## src/rtl/bmtx_pkg.sv

```systemverilog
package bmtx_pkg;
  localparam int SLOTS      = 32;
  localparam int SUB_HALVES = 2 * SLOTS;
  localparam int SAMPLE_W   = 24;
  localparam int FIRST_DATA = 4;
  localparam int V_SLOT     = 28;
  localparam int U_SLOT     = 29;
  localparam int C_SLOT     = 30;
  localparam int P_SLOT     = 31;

  typedef enum logic [1:0] {
    SYNC_BLOCK = 2'd0,
    SYNC_CHA   = 2'd1,
    SYNC_CHB   = 2'd2
  } sync_e;

  // Eight half-slot levels for a preamble following a low line, first half at bit 7.
  function automatic logic [7:0] sync_levels(sync_e kind);
    case (kind)
      SYNC_BLOCK: return 8'b1110_1000;
      SYNC_CHA:   return 8'b1110_0010;
      SYNC_CHB:   return 8'b1110_0100;
      default:    return 8'b1110_0010;
    endcase
  endfunction
endpackage

```

## src/rtl/bmtx_sequencer.sv

```systemverilog
module bmtx_sequencer
  import bmtx_pkg::*;
#(
  parameter int BLOCK_FRAMES = 192,
  parameter int FCW          = $clog2(BLOCK_FRAMES),
  parameter int PW           = $clog2(2 * SUB_HALVES)
) (
  input  logic                    clk,
  input  logic                    rst_n,
  input  logic                    in_valid,
  output logic                    in_ready,
  input  logic [SAMPLE_W-1:0]     in_a,
  input  logic [SAMPLE_W-1:0]     in_b,
  input  logic                    in_unrel,
  input  logic [BLOCK_FRAMES-1:0] in_cs_a,
  input  logic [BLOCK_FRAMES-1:0] in_cs_b,
  output logic                    run,
  output logic [PW-1:0]           pos,
  output logic [FCW-1:0]          fcnt,
  output logic [SAMPLE_W-1:0]     cur_a,
  output logic [SAMPLE_W-1:0]     cur_b,
  output logic                    cur_unrel,
  output logic [BLOCK_FRAMES-1:0] cs_a_q,
  output logic [BLOCK_FRAMES-1:0] cs_b_q
);
  localparam logic [PW-1:0]  LAST_POS   = PW'(2 * SUB_HALVES - 1);
  localparam logic [FCW-1:0] LAST_FRAME = FCW'(BLOCK_FRAMES - 1);

  logic                hold_full;
  logic [SAMPLE_W-1:0] hold_a, hold_b;
  logic                hold_unrel;
  logic                started;
  logic                at_boundary, load, take;

  assign in_ready    = !hold_full;
  assign take        = in_valid && !hold_full;
  assign at_boundary = !run || (pos == LAST_POS);
  assign load        = at_boundary && hold_full;

  always_ff @(posedge clk) begin
    if (!rst_n) begin
      hold_full  <= 1'b0;
      hold_a     <= '0;
      hold_b     <= '0;
      hold_unrel <= 1'b0;
    end else if (take) begin
      hold_full  <= 1'b1;
      hold_a     <= in_a;
      hold_b     <= in_b;
      hold_unrel <= in_unrel;
    end else if (load) begin
      hold_full  <= 1'b0;
    end
  end

  always_ff @(posedge clk) begin
    if (!rst_n) begin
      run       <= 1'b0;
      pos       <= '0;
      fcnt      <= '0;
      started   <= 1'b0;
      cur_a     <= '0;
      cur_b     <= '0;
      cur_unrel <= 1'b0;
      cs_a_q    <= '0;
      cs_b_q    <= '0;
    end else if (load) begin
      run       <= 1'b1;
      pos       <= '0;
      started   <= 1'b1;
      cur_a     <= hold_a;
      cur_b     <= hold_b;
      cur_unrel <= hold_unrel;
      if (started) fcnt <= (fcnt == LAST_FRAME) ? '0 : fcnt + 1'b1;
      if (!started || fcnt == LAST_FRAME) begin
        cs_a_q <= in_cs_a;
        cs_b_q <= in_cs_b;
      end
    end else if (run) begin
      if (pos == LAST_POS) run <= 1'b0;
      else                 pos <= pos + 1'b1;
    end
  end
endmodule

```

## src/rtl/bmtx_slot_mux.sv

```systemverilog
module bmtx_slot_mux
  import bmtx_pkg::*;
#(
  parameter int BLOCK_FRAMES = 192,
  parameter int FCW          = $clog2(BLOCK_FRAMES)
) (
  input  logic                    chan_b,
  input  logic [4:0]              slot,
  input  logic [FCW-1:0]          fcnt,
  input  logic [SAMPLE_W-1:0]     smp_a,
  input  logic [SAMPLE_W-1:0]     smp_b,
  input  logic                    unrel,
  input  logic [BLOCK_FRAMES-1:0] cs_a,
  input  logic [BLOCK_FRAMES-1:0] cs_b,
  output logic                    bit_o,
  output logic                    in_sync,
  output sync_e                   sync_kind
);
  logic [SLOTS-1:0] word;

  always_comb begin
    word                          = '0;
    word[FIRST_DATA +: SAMPLE_W]  = chan_b ? smp_b : smp_a;
    word[V_SLOT]                  = unrel;
    word[U_SLOT]                  = 1'b0;
    word[C_SLOT]                  = chan_b ? cs_b[fcnt] : cs_a[fcnt];
    word[P_SLOT]                  = ^word[C_SLOT:FIRST_DATA];
  end

  assign bit_o   = word[slot];
  assign in_sync = (slot < 5'(FIRST_DATA));

  always_comb begin
    if (chan_b)          sync_kind = SYNC_CHB;
    else if (fcnt == '0) sync_kind = SYNC_BLOCK;
    else                 sync_kind = SYNC_CHA;
  end
endmodule

```

## src/rtl/bmtx_line_coder.sv

```systemverilog
module bmtx_line_coder
  import bmtx_pkg::*;
(
  input  logic       clk,
  input  logic       rst_n,
  input  logic       run,
  input  logic       in_sync,
  input  logic [2:0] sync_idx,
  input  logic       sf_start,
  input  logic       second_half,
  input  logic       bit_i,
  input  sync_e      sync_kind,
  output logic       line_o
);
  logic       line_q, pol_q, pol, nxt;
  logic [7:0] pattern;

  assign pattern = sync_levels(sync_kind);
  assign pol     = sf_start ? line_q : pol_q;

  always_comb begin
    if (in_sync)           nxt = pattern[3'd7 - sync_idx] ^ pol;
    else if (!second_half) nxt = !line_q;
    else                   nxt = bit_i ? !line_q : line_q;
  end

  always_ff @(posedge clk) begin
    if (!rst_n) begin
      line_q <= 1'b0;
      pol_q  <= 1'b0;
    end else if (run) begin
      line_q <= nxt;
      if (sf_start) pol_q <= line_q;
    end
  end

  assign line_o = line_q;
endmodule

```

## src/rtl/bmtx_top.sv

```systemverilog
module bmtx_top
  import bmtx_pkg::*;
#(
  parameter int BLOCK_FRAMES = 192
) (
  input  logic                    clk,
  input  logic                    rst_n,
  input  logic                    s_valid,
  output logic                    s_ready,
  input  logic [SAMPLE_W-1:0]     s_left,
  input  logic [SAMPLE_W-1:0]     s_right,
  input  logic                    s_unreliable,
  input  logic [BLOCK_FRAMES-1:0] cs_word_a,
  input  logic [BLOCK_FRAMES-1:0] cs_word_b,
  output logic                    line_out
);
  localparam int FCW = $clog2(BLOCK_FRAMES);
  localparam int HW  = $clog2(SUB_HALVES);
  localparam int PW  = HW + 1;

  logic                    run;
  logic [PW-1:0]           pos;
  logic [FCW-1:0]          fcnt;
  logic [SAMPLE_W-1:0]     cur_a, cur_b;
  logic                    cur_unrel;
  logic [BLOCK_FRAMES-1:0] cs_a_q, cs_b_q;
  logic                    slot_bit, in_sync;
  sync_e                   sync_kind;

  bmtx_sequencer #(.BLOCK_FRAMES(BLOCK_FRAMES), .FCW(FCW), .PW(PW)) seq_i (
    .clk(clk), .rst_n(rst_n),
    .in_valid(s_valid), .in_ready(s_ready),
    .in_a(s_left), .in_b(s_right), .in_unrel(s_unreliable),
    .in_cs_a(cs_word_a), .in_cs_b(cs_word_b),
    .run(run), .pos(pos), .fcnt(fcnt),
    .cur_a(cur_a), .cur_b(cur_b), .cur_unrel(cur_unrel),
    .cs_a_q(cs_a_q), .cs_b_q(cs_b_q)
  );

  bmtx_slot_mux #(.BLOCK_FRAMES(BLOCK_FRAMES), .FCW(FCW)) mux_i (
    .chan_b(pos[PW-1]), .slot(pos[HW-1:1]), .fcnt(fcnt),
    .smp_a(cur_a), .smp_b(cur_b), .unrel(cur_unrel),
    .cs_a(cs_a_q), .cs_b(cs_b_q),
    .bit_o(slot_bit), .in_sync(in_sync), .sync_kind(sync_kind)
  );

  bmtx_line_coder coder_i (
    .clk(clk), .rst_n(rst_n), .run(run),
    .in_sync(in_sync), .sync_idx(pos[2:0]),
    .sf_start(pos[HW-1:0] == '0), .second_half(pos[0]),
    .bit_i(slot_bit), .sync_kind(sync_kind),
    .line_o(line_out)
  );
endmodule

```

## config.mk

```make
export PLATFORM = sky130hd
export DESIGN_NAME = bmtx_top
export DESIGN_NICKNAME = d
export VERILOG_FILES = /design/src/rtl/bmtx_pkg.sv /design/src/rtl/bmtx_sequencer.sv /design/src/rtl/bmtx_slot_mux.sv /design/src/rtl/bmtx_line_coder.sv /design/src/rtl/bmtx_top.sv
export SDC_FILE = /design/constraint.sdc
export NUM_CORES = 1
export LEC_CHECK = 0
export BUFFER_PORTS_ARGS = -buffer_cell sky130_fd_sc_hd__buf_4
export CAP_MARGIN = 10
export CORE_ASPECT_RATIO = 0.6
export CORE_MARGIN = 8
export CORE_UTILIZATION = 55
export DETAILED_ROUTE_END_ITERATION = 16
export HOLD_SLACK_MARGIN = 0.02
export PLACE_DENSITY = 0.77
export SYNTH_ARGS = -nofsm -noshare
export SYNTH_HDL_FRONTEND = slang
export SYNTH_SLANG_ARGS = --single-unit
```

## constraint.sdc

```tcl
create_clock -name clk -period 4.75 [get_ports clk]
set_clock_uncertainty 0.15 [all_clocks]
set_input_delay 0.7125 -clock clk [delete_from_list [all_inputs] [get_ports clk]]
set_output_delay 0.7125 -clock clk [all_outputs]
set_load 0.02 [all_outputs]
```

==> Flow_metrics.wiki, run 1 <==
{| class="wikitable"
! Metric !! Value
|-
| Iteration-0 DRC Markers || 2180
|-
| Initial core utilization || 55.96%
|-
| Netlist Area Pre-Place || 22750 um2
|-
| Data required time of the worst path || 5040 ps
|-
| Weighted congestion at the end of routability-driven global placement || 0.9126
|-
| Portion of synthesized cell area occupied by the leading cell type || 44.18%
|-
| Detailed route wirelength on metal2 || 31890 um
|-
| Asr flop ratio synth || 0%
|-
| Fraction of final layout cells sized beyond drive strength 1 || 22.96%
|-
| DP Wirelength || 51340 um
|-
| Maximum number of pins on one net before global-route repair || 219
|-
| Synth Instances || 2590
|-
| Number of antenna violations at the first check in global routing || 2
|-
| Met1 wire length || 30630 um
|-
| Highest layer used for signal routing || met4
|-
| # clock sinks || 502
|-
| Top fanout value on the critical path || 59
|-
| Max H-tree Level || 2
|-
| Layout-stage area growth over the synthesis result || 22.42%
|-
| Post-CTS Setup Bufs || 0
|-
| Cells resized by post-CTS repair || 0
|-
| Startpoint type of the worst setup path || flop
|-
| Number of hold-repair buffers added at the cts stage || 0
|-
| Max-cap check violation count || 0
|-
| Num CTS Buffers || 46
|-
| Tightest slew margin relative to the limit || 26.60%
|-
| Later-pin clock latency in the skew report || 560 ps
|-
| Peak ir drop on the vdd network || 0.0002761 V
|-
| Post-detailed-routing wire length || 70180 um
|-
| Wire length of the first global-routing pass || 108400 um
|-
| Category of the worst setup path capture point || flop
|-
| Number of synthesized register bits || 502
|-
| # nets final || 3339
|-
| Setup Crit Path Kind || reg2reg
|-
| DR pass1 iterations || 5
|-
| Peak clock frequency supported by timing || 256.5 MHz
|-
| Remaining global-route overflow || 0
|-
| Synthesized area per cell || 8.784 um2
|-
| Input/output buffers || 437
|-
| Period Utilization, post-route || 82.07%
|-
| Lkg Pwr || 10.42 nW
|-
| Detailed-route via count || 19700
|-
| Chip Width || 278.6 um
|-
| Cell types occupying the most area after synthesis || dfxtp_1, nand2_1, a21boi_0
|-
| I/O Pins || 438
|-
| Synth Warn # || 0
|-
| Most common library cell in the layout ignoring fill and taps || nand2_1
|-
| WP data arrival || 4190 ps
|-
| Hold Violations, Final || 0
|-
| Full die area || 48340 um2
|-
| Distinct cell type count of the synthesized netlist || 61
|-
| Count of endpoints failing setup in the final report || 0
|-
| Via count of the first global-routing pass || 19520
|-
| WL/cell || 20.24 um
|-
| Worst slack on hold paths || 248.0 ps
|-
| Synth area leader || dfxtp_1
|-
| Number of enable-type register cells in the synthesized netlist || 0
|-
| Clock-pin slew on the worst setup and hold paths || 70 ps
|-
| Overall Global Routing Usage || 27.73%
|-
| Outcome || finished clean
|-
| Placement Rows || 57
|-
| Placeable core region || 40650 um2
|-
| Accumulated negative setup slack || 0 ps
|-
| Final number of max-transition violations || 0
|-
| RSZ-0062 raised after global routing || false
|-
| Vias per Instance || 5.681
|-
| Fraction of the yosys area taken by sequential cells || 44.18%
|-
| Power per Cell Area || 347.8 nW/um2
|-
| Clock Tree Root || clkbuf_16
|-
| Clock buffer depth || 3
|-
| Vertical die dimension || 173.5 um
|-
| Main flop type after synthesis || dfxtp_1
|-
| Clock tree from TritonCTS || yes
|-
| Worst hold path type || in2reg
|-
| Transition time at the pin with the least slew margin || 1101 ps
|-
| Time the final worst path needs with I/O delays and setup || 3898 ps
|-
| Commonest cells after routing, fill and taps aside || nand2_1, dfxtp_1, a21boi_0
|-
| Post-route antenna net violation count || 0
|-
| Drc violations || 0
|-
| Net Count, Synth || 3030
|-
| Met3 WL || 5560 um
|}
-- state kept, by name, indices dropped and copies added (netlist names) --
register,count
seq_i.cur_b,24
coder_i.line_o,1
seq_i.fcnt,8
seq_i.hold_full,1
seq_i.started,1
seq_i.cs_b_q,192
seq_i.cur_unrel,1
seq_i.hold_b,24
seq_i.cur_a,24
seq_i.hold_unrel,1
seq_i.run,1
seq_i.hold_a,24
coder_i.pol_q,1
seq_i.cs_a_q,192
seq_i.pos,7
-- cell usage after synthesis (3+ instances only) --
cell type and instances:
a211oi_1 3, a21boi_0 484, a21oi_1 11, a22oi_1 3
a311oi_1 3, a31oi_1 6, and2_1 4, and3_1 5
buf_1 3, buf_2 54, buf_4 9, clkbuf_1 141
dfxtp_1 502, ha_1 4, inv_1 9, mux2_2 10
mux2i_1 41, mux4_2 103, nand2_1 1008, nand2b_1 6
nand3_1 16, nand4_1 6, nor2_1 32, nor2b_1 9
nor3_1 7, o211ai_1 3, o21ai_0 11, o221ai_1 5
o22ai_1 7, or2_2 3, xnor2_1 21, xor2_1 25
-- metrics by stage --
stage	setup WS, ps	utilization [%]	instances	power [mW]	area [um2]
6_report	851.6	68.51	3468	9.686	27850
5_1_grt	679.7	68.51	3468	10.04	27850
4_1_cts	941.4	68.50	3466	9.715	27850
3_5_place_dp	987.3	64.64	3382	5.880	26280
3_3_place_gp	937.3	64.64	3382	5.837	26280
2_1_floorplan	1800	-	2590	5.309	22750
-- cells by family (layout without fill, tap and decap cells) --
logic type	Yosys count	count (layout)	synth area share [%]
simple gates	1107	1107	18.93
compound gates	557	557	18.27
flops	502	502	44.18
buf+inv	220	565	4.141
mux	154	154	12.50
xor+xnor	46	46	1.771
fa+ha+maj	4	4	0.2200
other cells	0	2	0
-- layer usage --
layer  vias up  GRT usage, %
li1       9301             -
met1      9484         38.59
met2       787         43.38
met3       128         5.404
met4         0         8.516
met5         -             0
-- final timing paths --
path                    start           endpoint  slack (ps)  cells after the start
max             seq_i.fcnt[2]     coder_i.line_o         850                     10
min            cs_word_b[150]  seq_i.cs_b_q[150]         250                      3
max reg2reg     seq_i.fcnt[2]     coder_i.line_o         850                     10
min reg2reg  seq_i.cs_b_q[97]   seq_i.cs_b_q[97]         310                      2
-- power by group --
part / switching [mW] / internal, mW
Sequential: 0.146 / 4.45
Clock: 1.66 / 2.22
Combinational: 0.622 / 0.584
Total: 2.43 / 7.26
-- critical path, stage by stage, from the launching register on --
cell and delay [ps]:
dfxtp_4 990, buf_4 470, nor3b_1 620, a221oi_1 160
o211ai_1 140, o2111ai_1 190, a32oi_1 400, o32ai_2 150
a21o_1 190, a211oi_1 230, nor3_1 70
-- area by class of cell --
type	count	area [um2]
fillers	3185	12800
multi-input cells	1868	11790
flip-flops and latches	502	10060
repair buffers	470	3724
clock buffers	66	1368
well taps	531	664.4
clock inverters	18	200.2
inverters	11	41.29
diodes	2	5.005
No activity file was read; power rests on OpenSTA's default activity.
==> inputs of run 2 (changes only) <==
--- a/config.mk
+++ b/config.mk
@@ -5,6 +5,7 @@
 export SDC_FILE = /design/constraint.sdc
 export NUM_CORES = 1
 export LEC_CHECK = 0
+export ABC_AREA = 1
 export BUFFER_PORTS_ARGS = -buffer_cell sky130_fd_sc_hd__buf_4
 export CAP_MARGIN = 10
 export CORE_ASPECT_RATIO = 0.6
==> constraint.sdc (replaced) <==
create_clock -name clk -period 3.72 [get_ports clk]
set_clock_uncertainty 0.15 [all_clocks]
set_input_delay 0.558 -clock clk [delete_from_list [all_inputs] [get_ports clk]]
set_output_delay 0.558 -clock clk [all_outputs]
set_load 0.02 [all_outputs]
==> run 2 against run 1 <==
First-iteration DRC count up 15%. Cell area down 0.78%. Non-clock buffer count grew 1. Sequential cell count unchanged. Clock-buffer cell count is 1 lower. Final cell count grew 21%. Combinational power increased by 76%.
==> Flow_metrics.wiki, run 2 <==
{| class="wikitable"
! Metric !! Value
|-
| Lkg Pwr || 11.96 nW (was 10.42 nW)
|-
| Peak per-stage delay on the critical path || 440 ps (was 990 ps)
|-
| Initial core utilization || 56.05% (was 55.96%)
|-
| Commonest cells after routing, fill and taps aside || nand2_1, o21ai_0, dfxtp_1 (was nand2_1, dfxtp_1, a21boi_0)
|-
| Number of hold-repair buffers added at the cts stage || 0 (unchanged)
|-
| Weighted congestion at the end of routability-driven global placement || 0.8867 (was 0.9126)
|-
| Peak clock frequency supported by timing || 309.6 MHz (was 256.5 MHz)
|-
| Worst hold path type || in2reg (unchanged)
|-
| Via count of the first global-routing pass || 22010 (was 19520)
|-
| WP data arrival || 3480 ps (was 4190 ps)
|-
| Placeable core region || 40650 um2 (unchanged)
|-
| Fill cell total of the finished layout || 3509 (was 3185)
|-
| Maximum number of pins on one net before global-route repair || 186 (was 219)
|-
| Most used routing layer in global routing || met2 (unchanged)
|-
| Fraction of the yosys area taken by sequential cells || 44.11% (was 44.18%)
|-
| Full die area || 48410 um2 (was 48340 um2)
|-
| Netlist Area Pre-Place || 22780 um2 (was 22750 um2)
|-
| DR pass1 iterations || 5 (unchanged)
|-
| Power per Cell Area || 480.1 nW/um2 (was 347.8 nW/um2)
|-
| Critical path's most frequent cell || nand2_1
|-
| Synth Instances || 3358 (was 2590)
|-
| Count of endpoints failing setup in the final report || 0 (unchanged)
|-
| Number of enable-type register cells in the synthesized netlist || 0 (unchanged)
|-
| R2R Path End || seq_i.cs_a_q[20] (was coder_i.line_o)
|-
| I/O Pins || 438 (unchanged)
|-
| CP max stage cell || buf_12 (was dfxtp_4)
|-
| Synth area leader || dfxtp_1 (unchanged)
|-
| Net Count, Synth || 3798 (was 3030)
|-
| Depth of the worst register-to-register path || 10 (unchanged)
|-
| Cell types occupying the most area after synthesis || dfxtp_1, o21ai_0, nand2_1 (was dfxtp_1, nand2_1, a21boi_0)
|-
| Distinct cell type count of the synthesized netlist || 38 (was 61)
|-
| Synth Warn # || 0 (unchanged)
|-
| Most frequent cells after synthesis || nand2_1, o21ai_0, dfxtp_1 (was nand2_1, dfxtp_1, a21boi_0)
|-
| Vertical die dimension || 173.7 um (was 173.5 um)
|-
| Number of buffers and inverters on the critical path || 3 (was 1)
|-
| Final number of max-transition violations || 0 (unchanged)
|-
| Outcome || finished clean (unchanged)
|-
| Num CTS Buffers || 45 (was 46)
|-
| DP Wirelength || 51570 um (was 51340 um)
|-
| Met1 usage in global routing || 39.20% (was 38.59%)
|-
| Detailed-route via count || 23070 (was 19700)
|-
| Post-CTS Setup Bufs || 0 (unchanged)
|-
| Wire length of the first global-routing pass || 116000 um (was 108400 um)
|-
| Top fanout value on the critical path || 120 (was 59)
|-
| Period Utilization, post-route || 86.83% (was 82.07%)
|-
| Grt met3 use || 4.678% (was 5.404%)
|-
| Post-route antenna net violation count || 0 (unchanged)
|-
| Iteration-0 DRC Markers || 2513 (was 2180)
|-
| Post-detailed-routing wire length || 73430 um (was 70180 um)
|-
| Setup slack of the most critical reg-to-reg path || 490 ps (was 850 ps)
|-
| Hold-critical path depth || 3 (unchanged)
|-
| Clock-pin slew on the worst setup and hold paths || 70 ps (about the same)
|-
| Startpoint type of the worst setup path || flop (unchanged)
|-
| Hold path startpoint || s_right[13] (was cs_word_b[150])
|-
| Max H-tree Level || 2 (unchanged)
|-
| Input/output buffers || 437 (unchanged)
|-
| Crit path max-delay family || buffers and inverters (was compound AO/OA/AOI/OAI gates)
|-
| Cells along the critical path || buf_12 -> ha_1 -> inv_1 -> nor4_1 -> nand2_1 -> nand2_1 -> nand2_4 -> buf_4 -> o21ai_0 -> a21oi_1 (was buf_4 -> nor3b_1 -> a221oi_1 -> o211ai_1 -> o2111ai_1 -> a32oi_1 -> o32ai_2 -> a21o_1 -> a211oi_1 -> nor3_1)
|-
| WL/cell || 17.49 um (was 20.24 um)
|-
| Tightest slew margin relative to the limit || 45.98% (was 26.60%)
|-
| Cells resized by post-CTS repair || 0 (unchanged)
|-
| Portion of synthesized cell area occupied by the leading cell type || 44.11% (was 44.18%)
|-
| Synthesized area per cell || 6.785 um2 (was 8.784 um2)
|-
| Clock tree from TritonCTS || yes (unchanged)
|-
| Main flop type after synthesis || dfxtp_1 (unchanged)
|-
| Overall Global Routing Usage || 28.88% (was 27.73%)
|-
| Time the final worst path needs with I/O delays and setup || 3230 ps (was 3898 ps)
|-
| Chip Width || 278.8 um (was 278.6 um)
|-
| Later-pin clock latency in the skew report || 570 ps (was 560 ps)
|-
| Data required time of the worst path || 3970 ps (was 5040 ps)
|-
| Accumulated negative setup slack || 0 ps (unchanged)
|-
| Met2 Usage GRT || 46.53% (was 43.38%)
|-
| Hold Violations, Final || 0 (unchanged)
|-
| Number of antenna violations at the first check in global routing || 8 (was 2)
|-
| Vias per Instance || 5.495 (was 5.681)
|-
| Category of the worst setup path capture point || flop (unchanged)
|-
| Reg-to-Reg Start || seq_i.fcnt[1] (was seq_i.fcnt[2])
|-
| Largest registers || seq_i.cs_a_q x192, seq_i.cs_b_q x192 (unchanged)
|-
| Fraction of final layout cells sized beyond drive strength 1 || 15.71% (was 22.96%)
|-
| Clock buffer depth || 3 (unchanged)
|-
| Worst slack on hold paths || 56.12 ps (was 248.0 ps)
|-
| Remaining global-route overflow || 0 (unchanged)
|-
| Asr flop ratio synth || 0% (unchanged)
|-
| Transition time at the pin with the least slew margin || 810.3 ps (was 1101 ps)
|-
| Number of synthesized register bits || 502 (unchanged)
|-
| Most used standard cell by instance count after synthesis || nand2_1 (unchanged)
|-
| Peak ir drop on the vdd network || 0.0002954 V (was 0.0002761 V)
|-
| Most common library cell in the layout ignoring fill and taps || nand2_1 (unchanged)
|-
| Layout-stage area growth over the synthesis result || 21.28% (was 22.42%)
|-
| Drc violations || 0 (unchanged)
|-
| Placement Rows || 57 (unchanged)
|-
| RSZ-0062 raised after global routing || false (unchanged)
|-
| # nets final || 4069 (was 3339)
|-
| # clock sinks || 502 (unchanged)
|-
| Max-cap check violation count || 0 (unchanged)
|-
| Hold-critical path endpoint || seq_i.hold_b[13] (was seq_i.cs_b_q[150])
|-
| Setup Crit Path Kind || reg2reg (unchanged)
|-
| Clock Tree Root || clkbuf_16 (unchanged)
|}
[run 2: cell count changes in the layout (fill, tap and decap cells not counted), sizes merged, moves of 103 or more]
| cell | delta |
|---|---|
| o21ai | +561 |
| a21boi | -483 |
| nand2 | -397 |
| nor2 | +381 |
| a21oi | +357 |
| inv | +356 |
| nand3 | +187 |
| mux4 | -103 |
[run 2: final cells by class]
class	count	area (um2)	area share (%)
Antenna cell	8	20.02	0.07245
Clock buffer	65	1354	4.899
Clock inverter	12	241.5	0.8739
Inverter	369	1391	5.035
Multi-Input combinational cell	2240	10190	36.89
Sequential cell	502	10060	36.41
Tap cell	531	664.4	2.404
Timing Repair Buffer	471	3706	13.41
[run 2: worst max-delay path by stage]
stage / startpoint / to / slack, ps / depth (start not counted)
after floorplan: seq_i.pos[1] / seq_i.fcnt[7] / 1440 / 12
after global placement: seq_i.fcnt[1] / seq_i.cs_b_q[22] / 670 / 10
after detailed placement: seq_i.fcnt[1] / seq_i.cs_b_q[22] / 580 / 10
after CTS: seq_i.fcnt[1] / seq_i.cs_a_q[20] / 590 / 10
after global routing: seq_i.pos[1] / seq_i.cs_b_q[37] / 310 / 9
final: seq_i.fcnt[1] / seq_i.cs_a_q[20] / 490 / 10
[run 2: where the power goes]
part / internal [mW] / switching [mW]
Clock: 3.01 / 2.07
Sequential: 5.87 / 0.192
Combinational: 0.844 / 1.29
Total: 9.72 / 3.55
[run 2: metal layers]
layer / up-vias / wire [um]
met3: 132 / 5237
met5: - / 0
met2: 899 / 33690
met1: 10660 / 32270
li1: 11380 / -
met4: 0 / 2230
[run 2: worst register-to-register path: stages (launching register included)]
cell     delay, ps
dfxtp_4        360
buf_12         440
ha_1           370
inv_1           70
nor4_1         310
nand2_1        180
nand2_1        130
nand2_4        140
buf_4          390
o21ai_0        460
a21oi_1         80
[run 2: cell families (layout without fill, tap and decap cells)]
group	count (synthesis)	in the layout	share of synthesized area, %
flip-flops	502	502	44.11
other	0	8	0
adder cells (fa/ha/maj)	4	4	0.2197
XOR/XNOR	4	4	0.1537
AO/OA/AOI/OAI	992	992	22.53
buffers and inverters	616	917	11.24
AND/OR/NAND/NOR	1240	1240	21.76
[run 2: metrics by stage]
stage          instances  utilization [%]  setup WS [ps]  total power [mW]  instance area [um2]
6_report            4198            67.97          489.9             13.27                27630
3_5_place_dp        4113            64.00          584.9             8.272                26020
5_1_grt             4198            67.97          311.0             13.85                27630
3_3_place_gp        4113            64.00          670.1             8.196                26020
2_1_floorplan       3358                -           1438             7.488                22780
4_1_cts             4190            67.93          586.2             13.28                27610
==> inputs of run 3 (changes only) <==
--- a/config.mk
+++ b/config.mk
@@ -14,6 +14,8 @@
 export DETAILED_ROUTE_END_ITERATION = 16
 export HOLD_SLACK_MARGIN = 0.02
 export PLACE_DENSITY = 0.77
+export RECOVER_POWER = 25
+export REMOVE_ABC_BUFFERS = 1
 export SYNTH_ARGS = -nofsm -noshare
 export SYNTH_HDL_FRONTEND = slang
 export SYNTH_SLANG_ARGS = --single-unit
==> run 3 against run 2 <==
The flow now finishes with violations (capacitance limit, slew limit). Wire length down 0.54%. Sequential share of layout area up 0.35 points. Critical path depth down 1.
==> Flow_metrics.wiki, run 3 (synthesis results as in run 2) <==
{| class="wikitable"
! Metric !! Value
|-
| WP data arrival || 3590 ps (was 3480 ps)
|-
| Max H-tree Level || 2 (unchanged)
|-
| Time the final worst path needs with I/O delays and setup || 3334 ps (was 3230 ps)
|-
| Full die area || 48410 um2 (unchanged)
|-
| Hold Violations, Final || 0 (unchanged)
|-
| Vertical die dimension || 173.7 um (unchanged)
|-
| Number of hold-repair buffers added at the cts stage || 0 (unchanged)
|-
| Number of antenna violations at the first check in global routing || 4 (was 8)
|-
| Input/output buffers || 437 (unchanged)
|-
| # clock sinks || 502 (unchanged)
|-
| Power per Cell Area || 461.6 nW/um2 (was 480.1 nW/um2)
|-
| Tightest slew margin relative to the limit || -19.10% (was 45.98%)
|-
| Detailed-route via count || 23120 (was 23070)
|-
| Iteration-0 DRC Markers || 2527 (was 2513)
|-
| Category of the worst setup path capture point || flop (unchanged)
|-
| Placeable core region || 40650 um2 (unchanged)
|-
| Layout-stage area growth over the synthesis result || 20.11% (was 21.28%)
|-
| Cells resized by post-CTS repair || 0 (unchanged)
|-
| Post-CTS Setup Bufs || 0 (unchanged)
|-
| Vias per Instance || 5.513 (was 5.495)
|-
| Failing checks || capacitance limit, slew limit
|-
| Peak ir drop on the vdd network || 0.0003621 V (was 0.0002954 V)
|-
| Overall Global Routing Usage || 28.55% (was 28.88%)
|-
| I/O Pins || 438 (unchanged)
|-
| Most common library cell in the layout ignoring fill and taps || nand2_1 (unchanged)
|-
| Setup Crit Path Kind || reg2reg (unchanged)
|-
| Clock tree from TritonCTS || yes (unchanged)
|-
| Clock buffer depth || 3 (unchanged)
|-
| Wire length of the first global-routing pass || 114300 um (was 116000 um)
|-
| Num CTS Buffers || 46 (was 45)
|-
| Commonest cells after routing, fill and taps aside || nand2_1, o21ai_0, dfxtp_1 (unchanged)
|-
| DP Wirelength || 52330 um (was 51570 um)
|-
| Chip Width || 278.8 um (unchanged)
|-
| Worst hold path type || in2reg (unchanged)
|-
| DR pass1 iterations || 6 (was 5)
|-
| Initial core utilization || 56.05% (unchanged)
|-
| Worst Slack Setup Final || 385.8 ps (was 489.9 ps)
|-
| Worst slack on hold paths || 69.69 ps (was 56.12 ps)
|-
| Drc violations || 0 (unchanged)
|-
| WL/cell || 17.41 um (was 17.49 um)
|-
| Outcome || finished, violations left (was finished clean)
|-
| Transition time at the pin with the least slew margin || 1787 ps (was 810.3 ps)
|-
| Clock-pin slew on the worst setup and hold paths || 70 ps (about the same)
|-
| Lkg Pwr || 11.83 nW (was 11.96 nW)
|-
| Clock Tree Root || clkbuf_16 (unchanged)
|-
| Post-detailed-routing wire length || 73030 um (was 73430 um)
|-
| Dpl ws || 535.8 ps (was 584.9 ps)
|-
| Peak clock frequency supported by timing || 299.9 MHz (was 309.6 MHz)
|-
| Weighted congestion at the end of routability-driven global placement || 0.9559 (was 0.8867)
|-
| Maximum number of pins on one net before global-route repair || 258 (was 186)
|-
| Largest registers || seq_i.cs_a_q x192, seq_i.cs_b_q x192 (unchanged)
|-
| RSZ-0062 raised after global routing || false (unchanged)
|-
| Fraction of final layout cells sized beyond drive strength 1 || 15.20% (was 15.71%)
|-
| # nets final || 4070 (was 4069)
|-
| Period Utilization, post-route || 89.63% (was 86.83%)
|-
| Remaining global-route overflow || 0 (unchanged)
|-
| Placement Rows || 57 (unchanged)
|-
| Max-cap check violation count || 1 (was 0)
|-
| Data required time of the worst path || 3970 ps (about the same)
|-
| Post-route antenna net violation count || 0 (unchanged)
|-
| Via count of the first global-routing pass || 21910 (was 22010)
|-
| Final number of max-transition violations || 50 (was 0)
|-
| Later-pin clock latency in the skew report || 580 ps (was 570 ps)
|-
| Startpoint type of the worst setup path || flop (unchanged)
|-
| Count of endpoints failing setup in the final report || 0 (unchanged)
|-
| Top fanout value on the critical path || 154 (was 120)
|}
run 3: cell types whose count changed in the layout (fill, tap and decap cells not counted), moves of 2 or more:
cell       delta
bufinv_16     -7
nor2_1        +2
nor2_2        -2
diode_2       -4
clkbuf_1     +16
clkbuf_8      -7
buf_4         -7
buf_12        +2
run 3: critical path, cell delays in order, from the launching register on:
cell and delay, ps:
dfxtp_1 640, ha_1 290, nand3_1 90, nor3_1 210, a21oi_1 170, nor2_1 380, nand2_4 160, buf_4 470
o21ai_0 410, a21oi_1 80
run 3: power by group:
group          internal (mW)  leakage (nW)  switching (mW)
Sequential              5.87          4.13           0.184
Clock                   2.37         0.651            2.04
Combinational          0.844          7.05            1.32
run 3: through the flow:
stage | instances | util, % | TNS, ps | instance area (um2) | power, mW
2_1_floorplan | 3111 | - | -4707650 | 21610 | 7.472
3_3_place_gp | 4113 | 64.12 | 0 | 26070 | 8.240
3_5_place_dp | 4113 | 64.12 | 0 | 26070 | 8.309
4_1_cts | 4190 | 67.41 | 0 | 27400 | 12.66
5_1_grt | 4194 | 67.32 | 0 | 27370 | 13.23
6_report | 4194 | 67.32 | 0 | 27370 | 12.63
run 3: worst paths after layout:
path / from / endpoint / slack, ps / cells after the start
max: seq_i.pos[1] / seq_i.cs_a_q[87] / 390 / 9
min: s_left[10] / seq_i.hold_a[10] / 70 / 3
min reg2reg: seq_i.cs_a_q[182] / seq_i.cs_a_q[182] / 300 / 2
max reg2reg: seq_i.pos[1] / seq_i.cs_a_q[87] / 390 / 9
run 3: cell type report:
class | count | area (um2)
diodes | 4 | 10.01
clock buffers | 70 | 1281
clock inverters | 7 | 53.80
fillers | 3540 | 13290
inverters | 369 | 1391
multi-input cells | 2240 | 10190
flip-flops and latches | 502 | 10060
well taps | 531 | 664.4
repair buffers | 471 | 3715
run 3: layer usage:
metal	track usage, %	vias up	wire length (um)
met5	0	-	0
met4	10.42	0	2554
met2	44.07	957	32120
met3	6.063	147	6369
met1	39.03	10660	31980
li1	-	11360	-
